<file path="config.mk">
export PLATFORM = sky130hd
export DESIGN_NAME = flash_seq
export DESIGN_NICKNAME = d
export VERILOG_FILES = /design/src/rtl/flash_seq_pkg.sv /design/src/rtl/fseq_cmd_table.sv /design/src/rtl/fseq_poll_eval.sv /design/src/rtl/fseq_bus.sv /design/src/rtl/flash_seq.sv
export SDC_FILE = /design/constraint.sdc
export NUM_CORES = 1
export LEC_CHECK = 0
export BUFFER_PORTS_ARGS = -buffer_cell sky130_fd_sc_hd__buf_2
export CAP_MARGIN = 20
export CORE_MARGIN = 3
export CORE_UTILIZATION = 58
export CTS_CLUSTER_SIZE = 8
export DETAILED_ROUTE_END_ITERATION = 8
export GPL_TIMING_DRIVEN = 0
export PLACE_DENSITY_LB_ADDON = 0.15
export SYNTH_ARGS = -nofsm -noshare
export SYNTH_HDL_FRONTEND = slang
export SYNTH_SLANG_ARGS = --single-unit
</file>
<file path="constraint.sdc">
create_clock -name clk_i -period 3.54 [get_ports clk_i]
set_input_delay 0.531 -clock clk_i [delete_from_list [all_inputs] [get_ports clk_i]]
set_output_delay 0.531 -clock clk_i [all_outputs]
set_load 0.05 [all_outputs]
</file>
<file path="src/rtl/flash_seq_pkg.sv">
package flash_seq_pkg;
  typedef enum logic [1:0] {K_PROG, K_SECT, K_CHIP} kind_e;
  typedef enum logic [1:0] {T_IDLE, T_CMD, T_POLL, T_ABORT} top_st_e;
  typedef enum logic [1:0] {B_IDLE, B_STROBE, B_RECOV} bus_st_e;

  localparam logic [15:0] UNLK_A_ADDR = 16'h5555;
  localparam logic [15:0] UNLK_B_ADDR = 16'h2AAA;
  localparam logic [7:0]  UNLK_A_DAT  = 8'hAA;
  localparam logic [7:0]  UNLK_B_DAT  = 8'h55;
  localparam logic [7:0]  PROG_DAT    = 8'hA0;
  localparam logic [7:0]  ERASE_DAT   = 8'h80;
  localparam logic [7:0]  CHIP_DAT    = 8'h10;
  localparam logic [7:0]  SECT_DAT    = 8'h30;
  localparam logic [7:0]  RDMODE_DAT  = 8'hF0;

  function automatic kind_e decode_op(input logic [1:0] op);
    if (op[1])      return K_CHIP;
    else if (op[0]) return K_SECT;
    else            return K_PROG;
  endfunction
endpackage

</file>
<file path="src/rtl/fseq_cmd_table.sv">
module fseq_cmd_table
  import flash_seq_pkg::*;
#(
  parameter int AW = 19
) (
  input  kind_e          kind_i,
  input  logic [2:0]     step_i,
  input  logic [AW-1:0]  tgt_addr_i,
  input  logic [7:0]     tgt_data_i,
  output logic [AW-1:0]  addr_o,
  output logic [7:0]     data_o,
  output logic           last_o
);
  localparam logic [AW-1:0] A_ADDR = AW'(UNLK_A_ADDR);
  localparam logic [AW-1:0] B_ADDR = AW'(UNLK_B_ADDR);

  always_comb begin
    addr_o = A_ADDR;
    data_o = UNLK_A_DAT;
    last_o = 1'b0;
    unique case (step_i)
      3'd0: ;
      3'd1: begin addr_o = B_ADDR; data_o = UNLK_B_DAT; end
      3'd2: data_o = (kind_i == K_PROG) ? PROG_DAT : ERASE_DAT;
      3'd3: begin
        if (kind_i == K_PROG) begin
          addr_o = tgt_addr_i;
          data_o = tgt_data_i;
          last_o = 1'b1;
        end
      end
      3'd4: begin addr_o = B_ADDR; data_o = UNLK_B_DAT; end
      default: begin
        last_o = 1'b1;
        if (kind_i == K_CHIP) data_o = CHIP_DAT;
        else begin
          addr_o = tgt_addr_i;
          data_o = SECT_DAT;
        end
      end
    endcase
  end
endmodule

</file>
<file path="src/rtl/fseq_poll_eval.sv">
module fseq_poll_eval (
  input  logic       toggle_i,
  input  logic       exp7_i,
  input  logic [1:0] rd76_i,
  input  logic       prev6_i,
  input  logic       have_prev_i,
  output logic       complete_o
);
  always_comb begin
    if (toggle_i) complete_o = have_prev_i && (rd76_i[0] == prev6_i);
    else          complete_o = (rd76_i[1] == exp7_i);
  end
endmodule

</file>
<file path="src/rtl/fseq_bus.sv">
module fseq_bus
  import flash_seq_pkg::*;
#(
  parameter int AW         = 19,
  parameter int WR_LOW_CYC = 4,
  parameter int HIGH_CYC   = 2,
  parameter int RD_CYC     = 4
) (
  input  logic          clk_i,
  input  logic          rst_ni,
  input  logic          start_i,
  input  logic          rd_i,
  input  logic [AW-1:0] addr_i,
  input  logic [7:0]    wdata_i,
  output logic          busy_o,
  output logic          done_o,
  output logic [1:0]    rd76_o,
  output logic [AW-1:0] fl_addr_o,
  output logic [7:0]    fl_wdata_o,
  input  logic [7:0]    fl_rdata_i,
  output logic          fl_we_no,
  output logic          fl_oe_no
);
  localparam int MAXC = (WR_LOW_CYC > HIGH_CYC)
                        ? ((WR_LOW_CYC > RD_CYC) ? WR_LOW_CYC : RD_CYC)
                        : ((HIGH_CYC > RD_CYC) ? HIGH_CYC : RD_CYC);
  localparam int CW = $clog2(MAXC + 1);
  localparam logic [CW-1:0] LOW_LAST = CW'(WR_LOW_CYC - 1);
  localparam logic [CW-1:0] RD_LAST  = CW'(RD_CYC - 1);
  localparam logic [CW-1:0] HI_LAST  = CW'(HIGH_CYC - 1);

  bus_st_e       st_q;
  logic [CW-1:0] cnt_q;
  logic          rd_q;
  logic [CW-1:0] stb_last;
  logic          unused_rbits;

  assign unused_rbits = ^fl_rdata_i[5:0];
  assign stb_last     = rd_q ? RD_LAST : LOW_LAST;
  assign busy_o       = (st_q != B_IDLE);

  always_ff @(posedge clk_i or negedge rst_ni) begin
    if (!rst_ni) begin
      st_q       <= B_IDLE;
      cnt_q      <= '0;
      rd_q       <= 1'b0;
      done_o     <= 1'b0;
      rd76_o     <= '0;
      fl_addr_o  <= '0;
      fl_wdata_o <= '0;
      fl_we_no   <= 1'b1;
      fl_oe_no   <= 1'b1;
    end else begin
      done_o <= 1'b0;
      unique case (st_q)
        B_IDLE: if (start_i) begin
          st_q       <= B_STROBE;
          cnt_q      <= '0;
          rd_q       <= rd_i;
          fl_addr_o  <= addr_i;
          fl_wdata_o <= rd_i ? 8'h00 : wdata_i;
          fl_we_no   <= rd_i;
          fl_oe_no   <= !rd_i;
        end
        B_STROBE: begin
          if (cnt_q == stb_last) begin
            if (rd_q) rd76_o <= fl_rdata_i[7:6];
            fl_we_no <= 1'b1;
            fl_oe_no <= 1'b1;
            cnt_q    <= '0;
            st_q     <= B_RECOV;
          end else begin
            cnt_q <= cnt_q + 1'b1;
          end
        end
        B_RECOV: begin
          if (cnt_q == HI_LAST) begin
            st_q   <= B_IDLE;
            done_o <= 1'b1;
          end else begin
            cnt_q <= cnt_q + 1'b1;
          end
        end
        default: st_q <= B_IDLE;
      endcase
    end
  end

  // independent strobe run counters for the timing checks
  logic [CW-1:0] low_run_q, high_run_q;
  always_ff @(posedge clk_i or negedge rst_ni) begin
    if (!rst_ni) begin
      low_run_q  <= '0;
      high_run_q <= CW'(HIGH_CYC);
    end else if (!fl_we_no) begin
      low_run_q  <= (low_run_q == CW'(MAXC)) ? low_run_q : low_run_q + 1'b1;
      high_run_q <= '0;
    end else begin
      low_run_q  <= '0;
      high_run_q <= (high_run_q >= CW'(HIGH_CYC)) ? high_run_q : high_run_q + 1'b1;
    end
  end

  a_r5_low_width: assert property (@(posedge clk_i) disable iff (!rst_ni)
    $rose(fl_we_no) |-> (low_run_q == CW'(WR_LOW_CYC)));
  a_r5_high_gap: assert property (@(posedge clk_i) disable iff (!rst_ni)
    $fell(fl_we_no) |-> (high_run_q >= CW'(HIGH_CYC)));
  a_r5_stable_wr: assert property (@(posedge clk_i) disable iff (!rst_ni)
    (!fl_we_no && $past(!fl_we_no)) |-> ($stable(fl_addr_o) && $stable(fl_wdata_o)));
  a_r5_no_overlap: assert property (@(posedge clk_i) disable iff (!rst_ni)
    !(!fl_we_no && !fl_oe_no));
endmodule

</file>
<file path="src/rtl/flash_seq.sv">
module flash_seq
  import flash_seq_pkg::*;
#(
  parameter int AW           = 19,
  parameter int WR_LOW_CYC   = 4,
  parameter int HIGH_CYC     = 2,
  parameter int RD_CYC       = 4,
  parameter int PROG_TMO_CYC = 1000,
  parameter int SECT_TMO_CYC = 500000,
  parameter int CHIP_TMO_CYC = 150000000
) (
  input  logic          clk_i,
  input  logic          rst_ni,
  input  logic          req_valid_i,
  output logic          req_ready_o,
  input  logic [1:0]    req_op_i,
  input  logic [AW-1:0] req_addr_i,
  input  logic [7:0]    req_data_i,
  input  logic          req_toggle_i,
  output logic          done_o,
  output logic          err_o,
  output logic [AW-1:0] fl_addr_o,
  output logic [7:0]    fl_wdata_o,
  input  logic [7:0]    fl_rdata_i,
  output logic          fl_we_no,
  output logic          fl_oe_no
);
  localparam int TMO_MAX = (PROG_TMO_CYC > SECT_TMO_CYC)
                           ? ((PROG_TMO_CYC > CHIP_TMO_CYC) ? PROG_TMO_CYC : CHIP_TMO_CYC)
                           : ((SECT_TMO_CYC > CHIP_TMO_CYC) ? SECT_TMO_CYC : CHIP_TMO_CYC);
  localparam int TW = $clog2(TMO_MAX + 1);

  top_st_e       st_q;
  kind_e         kind_q;
  logic [AW-1:0] addr_q;
  logic [7:0]    data_q;
  logic          tog_q;
  logic [2:0]    step_q;
  logic [TW-1:0] tmr_q;
  logic          have_prev_q, prev6_q;

  logic [AW-1:0] t_addr;
  logic [7:0]    t_data;
  logic          t_last;
  logic          b_start, b_rd, b_busy, b_done;
  logic [AW-1:0] b_addr;
  logic [7:0]    b_wdata;
  logic [1:0]    b_rd76;
  logic          complete;
  logic          exp7;
  logic [TW-1:0] tmo_lim;

  assign req_ready_o = (st_q == T_IDLE);
  assign exp7        = (kind_q == K_PROG) ? data_q[7] : 1'b1;

  always_comb begin
    unique case (kind_q)
      K_PROG:  tmo_lim = TW'(PROG_TMO_CYC);
      K_SECT:  tmo_lim = TW'(SECT_TMO_CYC);
      default: tmo_lim = TW'(CHIP_TMO_CYC);
    endcase
  end

  fseq_cmd_table #(.AW(AW)) u_tbl (
    .kind_i(kind_q), .step_i(step_q), .tgt_addr_i(addr_q), .tgt_data_i(data_q),
    .addr_o(t_addr), .data_o(t_data), .last_o(t_last)
  );

  fseq_poll_eval u_eval (
    .toggle_i(tog_q), .exp7_i(exp7), .rd76_i(b_rd76), .prev6_i(prev6_q),
    .have_prev_i(have_prev_q), .complete_o(complete)
  );

  assign b_start = (st_q != T_IDLE) && !b_busy && !b_done;

  always_comb begin
    b_rd    = 1'b0;
    b_addr  = t_addr;
    b_wdata = t_data;
    unique case (st_q)
      T_POLL: begin
        b_rd    = 1'b1;
        b_addr  = addr_q;
        b_wdata = 8'h00;
      end
      T_ABORT: begin
        b_addr  = AW'(UNLK_A_ADDR);
        b_wdata = RDMODE_DAT;
      end
      default: ;
    endcase
  end

  fseq_bus #(
    .AW(AW), .WR_LOW_CYC(WR_LOW_CYC), .HIGH_CYC(HIGH_CYC), .RD_CYC(RD_CYC)
  ) u_bus (
    .clk_i(clk_i), .rst_ni(rst_ni), .start_i(b_start), .rd_i(b_rd),
    .addr_i(b_addr), .wdata_i(b_wdata), .busy_o(b_busy), .done_o(b_done),
    .rd76_o(b_rd76), .fl_addr_o(fl_addr_o), .fl_wdata_o(fl_wdata_o),
    .fl_rdata_i(fl_rdata_i), .fl_we_no(fl_we_no), .fl_oe_no(fl_oe_no)
  );

  always_ff @(posedge clk_i or negedge rst_ni) begin
    if (!rst_ni) begin
      st_q        <= T_IDLE;
      kind_q      <= K_PROG;
      addr_q      <= '0;
      data_q      <= '0;
      tog_q       <= 1'b0;
      step_q      <= '0;
      tmr_q       <= '0;
      have_prev_q <= 1'b0;
      prev6_q     <= 1'b0;
      done_o      <= 1'b0;
      err_o       <= 1'b0;
    end else begin
      done_o <= 1'b0;
      err_o  <= 1'b0;
      unique case (st_q)
        T_IDLE: if (req_valid_i) begin
          kind_q <= decode_op(req_op_i);
          addr_q <= req_addr_i;
          data_q <= req_data_i;
          tog_q  <= req_toggle_i;
          step_q <= '0;
          st_q   <= T_CMD;
        end
        T_CMD: if (b_done) begin
          if (t_last) begin
            st_q        <= T_POLL;
            tmr_q       <= '0;
            have_prev_q <= 1'b0;
          end else begin
            step_q <= step_q + 1'b1;
          end
        end
        T_POLL: begin
          if (tmr_q < tmo_lim) tmr_q <= tmr_q + 1'b1;
          if (b_done) begin
            prev6_q     <= b_rd76[0];
            have_prev_q <= 1'b1;
            if (complete) begin
              done_o <= 1'b1;
              st_q   <= T_IDLE;
            end else if (tmr_q >= tmo_lim) begin
              st_q <= T_ABORT;
            end
          end
        end
        T_ABORT: if (b_done) begin
          done_o <= 1'b1;
          err_o  <= 1'b1;
          st_q   <= T_IDLE;
        end
        default: st_q <= T_IDLE;
      endcase
    end
  end

  a_r1_busy_on_write: assert property (@(posedge clk_i) disable iff (!rst_ni)
    $fell(fl_we_no) |-> !req_ready_o);
  a_r1_accept_drops: assert property (@(posedge clk_i) disable iff (!rst_ni)
    (req_valid_i && req_ready_o) |=> !req_ready_o);
  a_r9_err_with_done: assert property (@(posedge clk_i) disable iff (!rst_ni)
    err_o |-> done_o);
  a_r9_done_pulse: assert property (@(posedge clk_i) disable iff (!rst_ni)
    done_o |=> !done_o);
  a_r1_done_frees: assert property (@(posedge clk_i) disable iff (!rst_ni)
    done_o |-> req_ready_o);
endmodule

</file>
After elaboration in Yosys (flattened, before gate mapping)
Cells that the tools add are included.
Operators by class
  $add $sub $neg: 3
  magnitude comparators: 2
  equal/unequal tests: 27
  muxes and demuxes: 58
  reduce and logical (&&, ||, !) cells: 30
Operators by type and width (number)
  28-bit case mux with 2 select lines: 2
  28-bit 2-to-1 mux: 3
  19-bit case mux with 3 select lines: 1
  19-bit 2-to-1 mux: 2
  19-bit case mux with 2 select lines: 1
  8-bit case mux with 4 select lines: 1
  28-bit by 1-bit adder with 28-bit output (second input constant): 1
  28-bit >= comparator: 1
  28-bit < comparator: 1
  2-bit 2-to-1 mux: 11
  3-bit 2-to-1 mux: 6
  1-bit 2-to-1 mux: 17
  8-bit 2-to-1 mux: 2
  8-bit case mux with 2 select lines: 1
  6-bit 2-to-1 mux: 2
  2-bit != test (second input constant): 6
  3-bit AND reduction: 4
  4-bit AND reduction: 3
  2-bit by 1-bit != test with 1-bit output (second input constant): 5
  1-bit case mux with 2 select lines: 5
  2-bit nonzero test: 5
  3-bit by 2-bit == test with 1-bit output (second input constant): 3
  3-bit case mux with 3 select lines: 1
  2-bit == test (second input constant): 4
  18 further kinds: 32
Storage, ports and cells
  register bits: 105
  input bits: 41
  output and inout bits: 32
  word-level logic and storage cells: 140

Logic depth before layout (Yosys ltp)
Gate-level depths: netlist of run 1.
  depth after elaboration: 7
  gate-level depth with buffers: 13
  depth with buffers taken out: 10

Hierarchy
From an unflattened synthesis of run 1, not the netlist that was laid out.
Unflattened totals
  cell total of the unflattened synthesis: 696
  area, all modules: 6326.1 um^2
By module, submodules not included
  flash_seq: instances 1, cells an instance 493, area an instance 4130.2 um^2, seq. area each 1676.6 um^2
  fseq_bus: instances 1, cells an instance 136, area an instance 1734.2 um^2, seq. area each 953.4 um^2
  fseq_cmd_table: instances 1, cells an instance 63, area an instance 434.2 um^2, seq. area each 0.0 um^2
  fseq_poll_eval: instances 1, cells an instance 4, area an instance 27.5 um^2, seq. area each 0.0 um^2

Least setup slack after synthesis of run 1
No wires, ideal clock.
  kind: register to register
  from: register kind_q[0]
  to: register tmr_q[17]
  library setup time: 0.078 ns
  data arrival time: 2.812 ns
  required time: 3.462 ns
  slack: 0.650 ns
  cell stages (with the launch flop): 12
  buffers on the path: 3
  clock period less this slack: 2.890 ns
  cells stage by stage: dfrtp_1 > clkbuf_1 > nand2_1 > ha_1 > nand4b_1 > or4_2 > o22a_1 > o31ai_2 > buf_4 > buf_2 > o21ai_0 > a21oi_1
On the way
  cells in the longest elaborated chain, start to end: 5
  elaborated cells between the ends (all ways): 9
  classes of those cells: order compare: 1; eq/ne: 3; mux: 3; reduce/logical: 2
RTL lines
  start, declared: RTL line flash_seq.sv:34  | kind_e kind_q;
  start signal, assigned: RTL line flash_seq.sv:121  | kind_q <= decode_op(req_op_i);
  2-bit by 1-bit == test with 1-bit output / 2-bit zero test (equally long branches): RTL line flash_seq.sv:57, fseq_cmd_table.sv:26
  28-bit case mux with 2 select lines / 1-bit 2-to-1 mux (equally long branches): RTL line flash_seq.sv:57, fseq_cmd_table.sv:26
  28-bit < comparator / 1-bit case mux with 2 select lines (equally long branches): RTL line flash_seq.sv:138, fseq_cmd_table.sv:21
  2-bit != test (no source line)
  4-bit AND reduction (no source line) (*)
  end signal, assigned: RTL line flash_seq.sv:138  | if (tmr_q < tmo_lim) tmr_q <= tmr_q + 1'b1;
  end, declared: RTL line flash_seq.sv:39  | logic [TW-1:0] tmr_q;
Mark *: on every way between the ends. The rest lies on a longest branch, timed or not.
A chain may end at the register's enable or synchronous reset.

Worst setup path in the final report of run 1
  from: register kind_q[0]
  to: register tmr_q[21]
Same word-level chain as after synthesis.

==> results by stage, run 1 <==
Run status:
- The flow ran to the end, and the final reports show no timing, DRC or antenna violations.

Yosys:
- Yosys attributes the largest share of cell area to dfrtp_1, ha_1, o21ai_0.
- Counting flops with an async set or reset pin after synthesis yields a share of 100.0%.
- The sequential element share of the synthesized area is 46.58%.
- Synthesis inferred 105 register bits.
- In the synthesized netlist the dominant register cell turns out to be dfrtp_1.
- A synthesized cell averages 9.395 sq um.
- The post-synthesis instance area is 5647 sq um.
- The number of warning messages in the yosys log is 0.
- Summed over all instances, the cell type with the most area after synthesis is dfrtp_1.
- The count of mapped cells out of synthesis is 601.
- The number of nets handed over by synthesis was 674.
- Yosys mapped a number of flops with a built-in enable equal to 0.
- In this run, distinct cell masters in the synthesized netlist total 51.
- The synthesized design devotes to its leading area cell type 45.65% of total area.

Clock tree:
- The number of clock buffers added by TritonCTS is 9.
- The buffer depth of the longest clock path is 2.
- For this design, the CTS-stage hold fixing added 0 buffers.
- CTS built an H-tree with a depth of 3.
- The clock tree from TritonCTS is built.
- After clock tree synthesis, the clock-pin slew on the worst setup and hold paths is 100 ps.
- For the worst-skew pair, the clock arrives at the later sink with an insertion delay of 380 ps.
- The clock drives 105 sinks.
- The cell chosen for the clock root is clkbuf_8.

Final layout:
- From synthesis to final layout, the design area changed by 13.78%.
- The repair_antennas step left the layout with diodes totalling 0.
- The non-filler instance count after layout is 815.
- Registers take 2630 sq um.
- In the final layout, the share of cells above drive strength 1 is 19.10%.
- The most common cell after layout, fill and taps aside is dfrtp_1.
- The net count of the finished layout is 754.
- Fill cells in the final layout number 779.
- The area of the multi-input gates is 2778 sq um.
- Leaving out fill and tap cells, the most frequent cells in the layout are dfrtp_1, nand2_1, buf_2, o21ai_0, a21oi_1.
- The finished cells cover 6425 sq um.

Die:
- The total I/O pin count is 73.
- The floorplan step set the die height to 104.7 um.
- The initial utilization of the core area, before any placement, comes to 60.25%.
- In this run the core area contains 35 standard-cell rows.
- In this run the horizontal extent of the chip is 104.7 um.
- The region available for standard cell placement spans 9371 sq um.
- The die outline area is 10960 sq um.

Detailed routing:
- The number of search-and-repair iterations in the first detailed-routing pass is 7.
- The routed design has 13.63 mm of wire.
- For this run, design rule violations remaining after detail routing come to 0.
- The final route contains 4873 vias.
- Dividing the detail-routed wire length by the instance count gives 16.72 um.
- The initial DRC count is 312.
- The antenna violation net count after detailed routing is 0.
- Using the TritonRoute via totals, the vias-per-cell ratio works out to 5.979.

Timing:
- The max-slew violation count is 0.
- The final critical delay including setup and external delays is 3232 ps.
- The worst clock skew is 13.75 ps.
- Once routing completed, OpenROAD measured the worst setup slack at 308.4 ps.
- The highest achievable clock rate is 309.4 MHz.
- The hold slack is 84.53 ps.
- The number of hold-slack violations in the final timing report was 0.
- Headroom to the max-slew limit came out at 53.83%.
- After layout, the worst path uses 91.29% of the clock period.
- Setup violations remaining at the end of the flow were counted as 0.
- Setup repair after global routing left no endpoint under its margin.
- The slew of the pin with the lowest slew margin is 692.6 ps.

Job:
- The number of violations of the max-capacitance limit is 0.

Power and ir drop:
- The overall power of the completed layout is 0.005452 W.
- The total net switching power is 0.002476 W.
- VDD sags by at most 0.5932 mV.
- In this run the power density over the cells is 848.5 nW/um^2.
- The part of the total power dissipated in sequential elements is 34.0%.
- The combinational share of power is 50.8%.
- In this run, the clock network consumes 15.3% of the power.
- In this run the static leakage power is 2.980 nW.
- The internal portion of the total power is 0.002976 W.
- Net switching is 45.42% of the power.

Global route:
- The first global-routing pass estimated 23.14 mm of wire.
- The number of global-route vias before repair was 4839.
- Global routing used 25.84% of the available tracks across all layers.
- Global routing finished with a remaining overflow of 0.
- The maximum number of pins on one net before global-route repair is 74.
- The number of antenna violations at the first check in global routing is 0.

Min path:
- The class of the worst hold path is input pin to asynchronous set/reset pin.

Setup path:
- The required time of the critical path is 3850 ps.
- The setup path with the least slack is of type register to register.
- The highest-delay cell along the critical path is or4_2.
- The critical path goes through buf_2, nand2_1, ha_1, nand4b_1, or4_2, o22a_1, o31ai_4, buf_4, buf_2, o21ai_0, a21oi_1.
- The critical path endpoint category is a register.
- The kind of launch point of the worst setup path is a register.
- The delay of the slowest cell on the worst path is 680 ps.
- The cell repeated most along the worst path is buf_2.
- The maximum fanout along the worst path is 10.
- Data arrives at the worst endpoint at 3540 ps.
- The cell class contributing the biggest share of worst-path delay is simple AND/OR/NAND/NOR gates.
- The critical path contains buffers and inverters numbering 3 combined.

Placed design:
- After detailed placement, the total cell area comes to 6168 sq um.
- The count of port buffers added during placement is 66.
- Detailed placement finished with a half-perimeter wire length of 10.08 mm.
- At the end of routability-driven placement, the weighted congestion stood at 0.8558.
- In this run, placement finished with an instance count of 797.
- The worst slack after detailed placement is -193.5 ps.
## sequential cells by signal, indices dropped and copies added, names as in the netlist, 2 cells and up
register / cells
addr_q: 19
data_q: 8
kind_q: 2
st_q: 2
step_q: 3
tmr_q: 28
u_bus.cnt_q: 3
u_bus.fl_addr_o: 19
u_bus.fl_wdata_o: 8
u_bus.rd76_o: 2
u_bus.st_q: 2
## synth_stat cells, types with 9 or more instances
| cell type | count |
|---|---|
| dfrtp_1 | 103 |
| nand2_1 | 73 |
| o21ai_0 | 64 |
| a21oi_1 | 49 |
| ha_1 | 32 |
| inv_1 | 32 |
| clkbuf_1 | 30 |
| mux2_2 | 25 |
| nor2_1 | 22 |
| nand3_1 | 16 |
| or3_1 | 16 |
| nand4_1 | 15 |
| a22o_1 | 12 |
| o31ai_1 | 10 |
| nor3_1 | 9 |
## kinds of logic after synthesis
logic type	count (synthesis)	synth area share [%]
fa+ha+maj	32	7.091
xor+xnor	2	0.3103
flops	105	46.58
mux	28	5.517
compound gates	177	18.99
simple gates	192	17.08
buf+inv	65	4.432
## layout make-up
class                   instances  share of cell area, %
inverters                      32                  1.928
multi-input cells             431                  43.23
flip-flops and latches        105                  40.93
repair buffers                 70                  5.959
clock buffers                  11                  2.201
well taps                     129                  2.512
plain buffers                  32                  2.006
clock inverters                 5                  1.227
## path summary, 6_finish.rpt
| kind | startpoint | endpoint | slack (ps) | cells past startpoint |
|---|---|---|---|---|
| max | kind_q[0] | tmr_q[21] | 310 | 11 |
| min | rst_ni | tmr_q[19] | 80 | 1 |
| max reg2reg | kind_q[0] | tmr_q[21] | 310 | 11 |
| min reg2reg | u_bus.fl_addr_o[10] | u_bus.fl_addr_o[10] | 480 | 2 |
| max in group asynchronous | rst_ni | u_bus.fl_oe_no | 2710 | 2 |
| min in group clk_i | req_addr_i[2] | addr_q[2] | 370 | 3 |
## power by group through the flow
stage / clock network (W) / logic, W / registers (W)
final: 0.000832 / 0.00277 / 0.00185
after global routing: 0.000903 / 0.00305 / 0.00190
after CTS: 0.000846 / 0.00274 / 0.00185
after detailed placement: 0 / 0.00273 / 0.00187
after global placement: 0 / 0.00262 / 0.00185
after floorplan: 0 / 0.00159 / 0.00230
## layer usage
layer | global-route usage, % | part of all wire [%] | vias to the layer above
met5 | 0 | 0 | -
li1 | - | - | 2331
met3 | 5.744 | 6.5 | 18
met4 | 6.654 | 1.4 | 0
met2 | 41.79 | 47 | 177
met1 | 35.54 | 45 | 2347
## stage by stage
| step | utilization [%] | setup TNS, ps |
|---|---|---|
| after CTS | 68.22 | 0 |
| after floorplan | - | 0 |
| after detailed placement | 65.82 | -2982 |
| final | 68.56 | 0 |
| after global routing | 68.56 | 0 |
| after global placement | 65.50 | -937.5 |
## repair_timing
item                                    in CTS  in global routing
pin swaps                                    0                  1
buffers inserted                             0                  3
endpoints found under the setup margin      19                 19
resized for setup                            4                  2
endpoints found under the hold margin        0                  0
No activity file was read; power rests on OpenSTA's default activity.
==> run 2, diff against run 1 <==
Settings changed: CORE_UTILIZATION 58 to 55, SYNTH_HIERARCHICAL from default to 1.
Clock period 3.54 ns to 4.04 ns, I/O delays scaled along.
==> results by stage, run 2 <==
Timing:
- The slew of the pin with the lowest slew margin came to 841.5 ps (+148.9 ps).
- Setup repair after global routing left no endpoint under its margin.
- The final critical delay including setup and external delays is 3250 ps (+18.05 ps).
- The max-slew violation count was 0 (unchanged).
- The normalized max-slew margin is 43.38% (-10 points).
- The total negative setup slack is 0 ps (unchanged).
- The worst clock skew is 7.801 ps (-5.946 ps).
- The number of hold-slack violations in the final timing report is 0 (unchanged).
- The final critical-path setup slack was 790.3 ps (+482.0 ps).
- The highest achievable clock rate is 307.7 MHz (-0.56%).
- The final-report setup violation count came to 0 (unchanged).
- The period utilization is 80.44% (-11 points).

Final layout:
- The number of antenna cells inserted is 0 (unchanged).
- The largest registers in the layout are tmr_q x28, addr_q x19, u_bus/fl_addr_o x19.
- Relative to the synthesized area, the layout overhead comes to 12.86%.
- Leaving out fill and tap cells, the most frequent cells in the layout are nand2_1, dfrtp_1, buf_2, inv_1.
- More flip-flops sit in one register than any other, and that register is tmr_q.
- The fraction of layout instances using a drive strength above 1 is 18.74% (-0.35 points).
- The net count of the finished layout is 844 (+12%).
- The most common cell after layout, fill and taps aside is nand2_1.
- The number of flip-flops in the largest register was 28 (unchanged).
- The final core utilization is 64.72% (-3.8 points).

Setup path:
- The maximum fanout along the worst path came to 12 (+2).
- The worst reg-to-reg path cell count is 9 (-2).
- The data arrival time at the worst-slack endpoint is 3520 ps (-20 ps).
- The kind of critical path is register to register.
- The kind of launch point of the worst setup path is a register.
- The highest-delay cell along the critical path is or4b_2.
- The signal on the critical path passes through nor2b_1, inv_1, ha_1, a211oi_1, o211ai_1, o2111a_1, clkbuf_1, or4b_2, a21oi_1.
- The required time of the critical path is 4310 ps (+460 ps).
- The critical path endpoint category is a register.
- The delay of the slowest cell on the worst path is 690 ps (about the same).

Yosys:
- The post-synthesis net count is 766 (+14%).
- The area share of the largest cell type after synthesis is 40.74% (-4.9 points).
- The count of flip-flops with a built-in enable after synthesis is 0 (unchanged).
- The number of different library cells in the post-synthesis netlist came to 70 (+37%).
- The count of mapped cells out of synthesis is 696 (+16%).
- The flip-flop and latch count after synthesis is 105 (unchanged).
- The post-synthesis instance area came to 6326 sq um (+12%).
- By area the synthesized netlist is led by dfrtp_1, nand2_1, ha_1.
- The average instance area after synthesis is 9.089 sq um (-3.3%).
- The commonest cells after synthesis are nand2_1, dfrtp_1, inv_1.
- The cell with the most instances after synthesis is nand2_1.
- The sequential element share of the synthesized area is 41.57% (-5.0 points).
- Of all cell types, the one taking the most synthesized area is dfrtp_1.
- The flip-flop cell with the highest count after synthesis is dfrtp_1.
- The share of synthesized flip-flops with an asynchronous set or reset came to 100.0% (unchanged).
- The number of warning messages in the yosys log is 6 (+6).

Die:
- The initial cell density of the core is 57.35% (-2.9 points).
- The total I/O pin count came to 73 (unchanged).
- The area of the core was 11030 sq um (+18%).
- The die outline area is 12820 sq um (+17%).
- The total number of placement rows came to 38 (+8.6%).
- The vertical die dimension is 113.2 um (+8.2%).
- The width of the die is 113.2 um (+8.2%).

Clock tree:
- The clock tree from TritonCTS is built.
- The number of buffers inserted by hold repair at cts is 0 (unchanged).
- The worst-skew pair later-pin latency is 350 ps (-30 ps).
- The tree is rooted in a clkbuf_16.
- The total setup buffers inserted after CTS was 0 (unchanged).
- The level count of the clock H-tree is 3 (unchanged).
- The CTS sink count was 105 (unchanged).
- The clock-pin slew on the worst setup and hold paths is 70 ps (-30 ps).
- The number of gates resized after cts is 0 (-4).
- The buffer depth of the longest clock path is 2 (unchanged).
- The number of buffers created by CTS was 9 (unchanged).

Global route:
- The residual overflow from global routing is 0 (unchanged).
- The total global routing track utilization came to 24.77% (-1.1 points).
- The maximum number of pins on one net before global-route repair is 57 (-23%).
- The global-route wire length before repair came to 25.60 mm (+11%).
- The number of antenna violations at the first check in global routing was 0 (unchanged).
- The number of global-route vias before repair is 5271 (+8.9%).

Detailed routing:
- The total length of routed wires is 15.59 mm (+14%).
- The initial DRC count came to 389 (+25%).
- The average vias per placed instance came to 5.943 (-0.60%).
- The detailed-route DRC error count came to 0 (unchanged).
- The number of search-and-repair iterations in the first detailed-routing pass came to 6 (-1).
- The antenna violation net count after detailed routing came to 0 (unchanged).
- The mean routed wirelength per cell is 16.96 um (+1.4%).
- The total vias in the final route is 5462 (+12%).

Power and ir drop:
- The maximum vdd drop is 0.4551 mV (-23%).
- The power per unit of standard cell area is 676.3 nW/um^2 (-20%).
- The static power due to leakage is 3.373 nW (+13%).

Placed design:
- The weighted congestion reported at the end of routability-driven placement is 0.8864 (+3.6%).
- The half-perimeter wire length after detailed placement came to 11.18 mm (+11%).
- The worst slack after detailed placement is 829.5 ps (+1023 ps).
- The count of port buffers added during placement was 66 (unchanged).

Run status:
- The run finished with clean final reports.

Job:
- The number of violations of the max-capacitance limit came to 0 (unchanged).

Min path:
- The min-delay analysis places its worst path in the category input pin to asynchronous set/reset pin.
[run 2: cell count changes after synthesis, sizes merged, moves of 16 or more]
cell / delta
o21ai: -30
a21oi: -22
mux2i: +18
nand2b: +31
or3: -16
nor4: +19
nand2: +81
[run 2: metrics by stage]
stage                     cell area, sq um  cells  hold WS [ps]  power [W]
final                                 7139    919         274.4   0.004828
after detailed placement              6862    903         468.0   0.003989
after CTS                             7139    919         310.9   0.004846
after floorplan                       6326    696         310.4   0.003415
after global routing                  7139    919         328.0   0.005159
after global placement                6832    902         457.8   0.003882
[run 2: report_power, final]
part	switching, W	total (W)	internal, W	leakage (nW)
clock	0.000422	0.000848	0.000426	0.142
combinational	0.00148	0.00237	0.000887	1.88
sequential	0.000243	0.00161	0.00137	1.35
total	0.00215	0.00483	0.00268	3.37
[run 2: path summary, 6_finish.rpt]
kind | start | slack, ps | endpoint
setup reg to reg | kind_q[0] | 790 | tmr_q[20]
setup / recovery | kind_q[0] | 790 | tmr_q[20]
min in group clk_i | req_addr_i[16] | 440 | addr_q[16]
hold reg to reg | u_bus/fl_wdata_o[3] | 480 | u_bus/fl_wdata_o[3]
max in group asynchronous | rst_ni | 3080 | tmr_q[27]
hold / removal | rst_ni | 270 | tmr_q[23]
[run 2: final cells by class]
cell class | instances | area, sq um
well taps | 140 | 175.2
plain buffers | 34 | 211.5
flip-flops and latches | 105 | 2630
fillers | 930 | 3891
inverters | 39 | 146.4
multi-input cells | 518 | 3338
clock inverters | 7 | 52.55
repair buffers | 67 | 360.3
clock buffers | 9 | 225.2
[run 2: kinds of logic after synthesis]
kind of cell / Yosys count / synth area share [%]
buffers and inverters: 73 / 5.657
AOI/OAI and AO/OA: 122 / 13.21
and+or+nand+nor: 317 / 25.40
muxes: 47 / 8.010
adders and majority gates: 29 / 5.736
DFF: 105 / 41.57
xor gates and xnor gates: 3 / 0.4154
[run 2: layer usage]
metal  share of wire, %  vias to the layer above  GRT usage (%)
met4                1.7                        0          8.814
li1                   -                     2587              -
met2                 48                      183          39.49
met1                 44                     2668          34.41
met5                  0                        -              0
met3                7.0                       24          3.957
[run 2: critical path, delay by kind of cell (launching register included)]
family	cells	cell delay [ps]
and+or+nand+nor	2	970
AOI/OAI and AO/OA	4	870
DFF	1	610
buffers and inverters	2	400
adders and majority gates	1	330
==> run 3, diff against run 2 <==
Settings changed: ABC_AREA from default to 1, CORE_UTILIZATION 55 to 54.
Clock period 4.04 ns to 2.8 ns, I/O delays scaled along.
==> results by stage, run 3 <==
Global route:
- The total global routing track utilization is 25.38% (+0.61 points).
- The number of antenna violations at the first check in global routing is 0 (unchanged).
- The number of global-route vias before repair was 5949 (+13%).
- The maximum number of pins on one net before global-route repair is 59 (+3.5%).
- The global-route wire length before repair is 29.02 mm (+13%).
- The residual overflow from global routing is 0 (unchanged).

Yosys:
- By area, the combinational part of the netlist is dominated by simple AND/OR/NAND/NOR gates.
- The number of warning messages in the yosys log is 6 (unchanged).
- The share of synthesized flip-flops with an asynchronous set or reset is 100.0% (unchanged).
- The flip-flop cell with the highest count after synthesis is dfrtp_1.
- The mux share of post-synthesis cell area is 0.1638% (-7.8 points).
- The count of mapped cells out of synthesis is 1007 (+45%).
- The post-synthesis net count is 1077 (+41%).
- Yosys attributes the largest share of cell area to dfrtp_1, nand2_1, nand3_1.
- The area share of the largest cell type after synthesis is 37.48% (-3.3 points).
- The flip-flop and latch count after synthesis is 105 (unchanged).
- The share of the synthesized area in compound gates (AO/OA/AOI/OAI) was 5.877% (-7.3 points).
- The number of different library cells in the post-synthesis netlist was 41 (-41%).
- The average instance area after synthesis was 6.829 sq um (-25%).
- The count of flip-flops with a built-in enable after synthesis came to 0 (unchanged).
- By count the netlist is led by nand2_1, nor2_1, dfrtp_1.
- The post-synthesis instance area came to 6877 sq um (+8.7%).
- The sequential element share of the synthesized area is 38.25% (-3.3 points).
- The cell with the most instances after synthesis is nand2_1.
- The share of synthesized cell area in and, or, nand and nor gates is 39.36% (+14 points).
- The synthesized-area fraction occupied by xor and xnor cells is 2.165% (+1.7 points).
- The adder-cell share of the synthesized area is 5.277% (-0.46 points).
- The biggest area contributor in the post-synthesis netlist is dfrtp_1.

Setup path:
- The kind of launch point of the worst setup path is a register.
- The capturing point of the worst reg2reg path is tmr_q[18].
- On the critical path, the stage with the largest delay is an instance of dfrtp_1.
- The data arrival time at the worst-slack endpoint was 2740 ps (-780 ps).
- The critical path endpoint category is a register.
- The number of buffer and inverter stages on the critical path is 3 (+1).
- The critical path goes through nor2_1, inv_1, ha_1, nand2_1, inv_1, nand2_1, nand2_1, nand2_1, nand3_1, nand2_1, nand3_1, nand2_1, nand3_4, buf_6, nand2_1, nand2_1.
- The worst reg-to-reg setup slack was 310 ps (-480 ps).
- The delay of the slowest cell on the worst path came to 510 ps (-180 ps).
- The kind of critical path is register to register.
- The cell repeated most along the worst path is nand2_1.
- The worst register-to-register path begins at kind_q[1].
- The cell class contributing the biggest share of worst-path delay is simple AND/OR/NAND/NOR gates.
- The worst reg-to-reg path cell count is 16 (+7).
- The required time of the critical path is 3050 ps (-1260 ps).
- The maximum fanout along the worst path is 10 (-2).

Clock tree:
- TritonCTS built the clock tree.
- The number of gates resized after cts is 0 (unchanged).
- The clock-pin slew on the worst setup and hold paths is 80 ps (about the same).
- The worst-skew pair later-pin latency is 370 ps (+20 ps).
- The number of buffers created by CTS is 9 (unchanged).
- Clock tree synthesis selected as its root buffer the cell clkbuf_16.
- The number of buffers inserted by hold repair at cts is 0 (unchanged).
- The CTS sink count is 105 (unchanged).
- The total setup buffers inserted after CTS is 0 (unchanged).
- The level count of the clock H-tree was 3 (unchanged).
- The buffer depth of the longest clock path came to 2 (unchanged).

Detailed routing:
- The average vias per placed instance is 5.126 (-14%).
- The mean routed wirelength per cell is 13.78 um (-19%).
- The detailed-route DRC error count is 0 (unchanged).
- The total vias in the final route is 6448 (+18%).
- The number of search-and-repair iterations in the first detailed-routing pass came to 5 (-1).
- The initial DRC count is 463 (+19%).
- The antenna violation net count after detailed routing is 0 (unchanged).
- The total length of routed wires is 17.34 mm (+11%).

Final layout:
- The final core utilization is 63.40% (-1.3 points).
- The largest registers in the layout are tmr_q x28, addr_q x19, u_bus/fl_addr_o x19.
- From synthesis to final layout, the design area changed by 12.59%.
- The number of antenna cells inserted is 0 (unchanged).
- The most common cell after layout, fill and taps aside is nand2_1.
- Ranked by flip-flop count, first place goes to tmr_q.
- The number of flip-flops in the largest register came to 28 (unchanged).
- The net count of the finished layout came to 1155 (+37%).
- The top cell types in the final layout, fill and taps aside, are nand2_1, nor2_1, dfrtp_1, inv_1, nand3_1.
- The final design instance area without fill was 7742 sq um (+8.4%).
- The fraction of layout instances using a drive strength above 1 is 12.11% (-6.6 points).

Timing:
- Setup repair after global routing left no endpoint under its margin.
- The final-report setup violation count came to 0 (unchanged).
- The highest achievable clock rate is 401.2 MHz (+30%).
- The max-slew violation count is 0 (unchanged).
- The number of hold-slack violations in the final timing report is 0 (unchanged).
- The normalized max-slew margin came to 52.94% (+9.6 points).
- The period utilization is 89.02% (+8.6 points).
- The hold slack is 64.05 ps (-210.3 ps).
- The total negative setup slack is 0 ps (unchanged).
- The slew of the pin with the lowest slew margin is 706.0 ps (-135.5 ps).
- The final critical-path setup slack is 307.6 ps (-482.8 ps).
- The worst clock skew is 12.17 ps (+4.372 ps).
- The final critical delay including setup and external delays is 2492 ps (-757.2 ps).

Power and ir drop:
- The static power due to leakage is 4.114 nW (+22%).
- The power per unit of standard cell area is 1020 nW/um^2 (+51%).
- The maximum vdd drop came to 0.7245 mV (+59%).

Min path:
- The path class of the tightest hold or removal check is input pin to asynchronous set/reset pin.

Placed design:
- The worst slack after detailed placement is 301.3 ps (-528.2 ps).
- The area after detailed placement is 7447 sq um (+8.5%).
- The count of port buffers added during placement was 66 (unchanged).
- The half-perimeter wire length after detailed placement is 13.09 mm (+17%).
- The weighted congestion reported at the end of routability-driven placement came to 0.9192 (+3.7%).

Die:
- The width of the die is 118.8 um (+4.9%).
- The vertical die dimension was 118.8 um (+4.9%).
- The total number of placement rows was 40 (+5.3%).
- The die outline area was 14120 sq um (+10%).
- The total I/O pin count is 73 (unchanged).
- The initial cell density of the core is 56.31% (-1.0 points).
- The area of the core is 12210 sq um (+11%).

Run status:
- The run finished with clean final reports.

Job:
- The number of violations of the max-capacitance limit is 0 (unchanged).
run 3: worst max-delay path by stage:
stage | end | startpoint | cells after the start
floorplan | tmr_q[16] | kind_q[1] | 16
detailed placement | tmr_q[16] | kind_q[1] | 16
global placement | u_bus/fl_wdata_o[2] | rst_ni | 1
finish | tmr_q[18] | kind_q[1] | 16
CTS | tmr_q[16] | kind_q[1] | 16
global route | tmr_q[25] | kind_q[1] | 14
run 3: cell type report:
cell class,instances,area [sq um]
Clock inverter,7,70.07
Inverter,106,397.9
Fill cell,1187,4469
Multi-Input combinational cell,766,3633
Buffer,30,215.2
Tap cell,168,210.2
Clock buffer,9,225.2
Sequential cell,105,2630
Timing Repair Buffer,67,360.3
run 3: worst reg2reg max path, cell delays in order (launching register included):
cell	delay, ps
dfrtp_1	510
nor2_1	330
inv_1	120
ha_1	280
nand2_1	90
inv_1	40
nand2_1	50
nand2_1	50
nand2_1	60
nand3_1	80
nand2_1	130
nand3_1	90
nand2_1	100
nand3_4	140
buf_6	190
nand2_1	50
nand2_1	50
run 3: cells by family (layout without fill, tap and decap cells):
kind of cell,after synthesis,after routing
multiplexers,1,1
XOR/XNOR,17,17
buffers and inverters,136,219
AND/OR/NAND/NOR,658,658
AO/OA/AOI/OAI,61,61
adder cells (fa/ha/maj),29,29
flip-flops,105,105
run 3: routing by layer:
layer | GRT usage (%) | routed length [um] | vias to the layer above
li1 | - | - | 3294
met1 | 36.51 | 8319 | 2931
met2 | 39.18 | 7569 | 202
met3 | 5.888 | 1249 | 21
met4 | 5.720 | 203 | 0
met5 | 0 | 0 | -
run 3: power by group:
part	switching (W)	internal [W]	total, W
Clock	0.000644	0.000629	0.00127
Combinational	0.00295	0.00127	0.00422
Sequential	0.000391	0.00201	0.00240
run 3: through the flow:
stage / power (W) / cells
2_1_floorplan: 0.005569 / 1007
3_3_place_gp: 0.006545 / 1241
3_5_place_dp: 0.006623 / 1242
4_1_cts: 0.007918 / 1258
5_1_grt: 0.008548 / 1258
6_report: 0.007896 / 1258
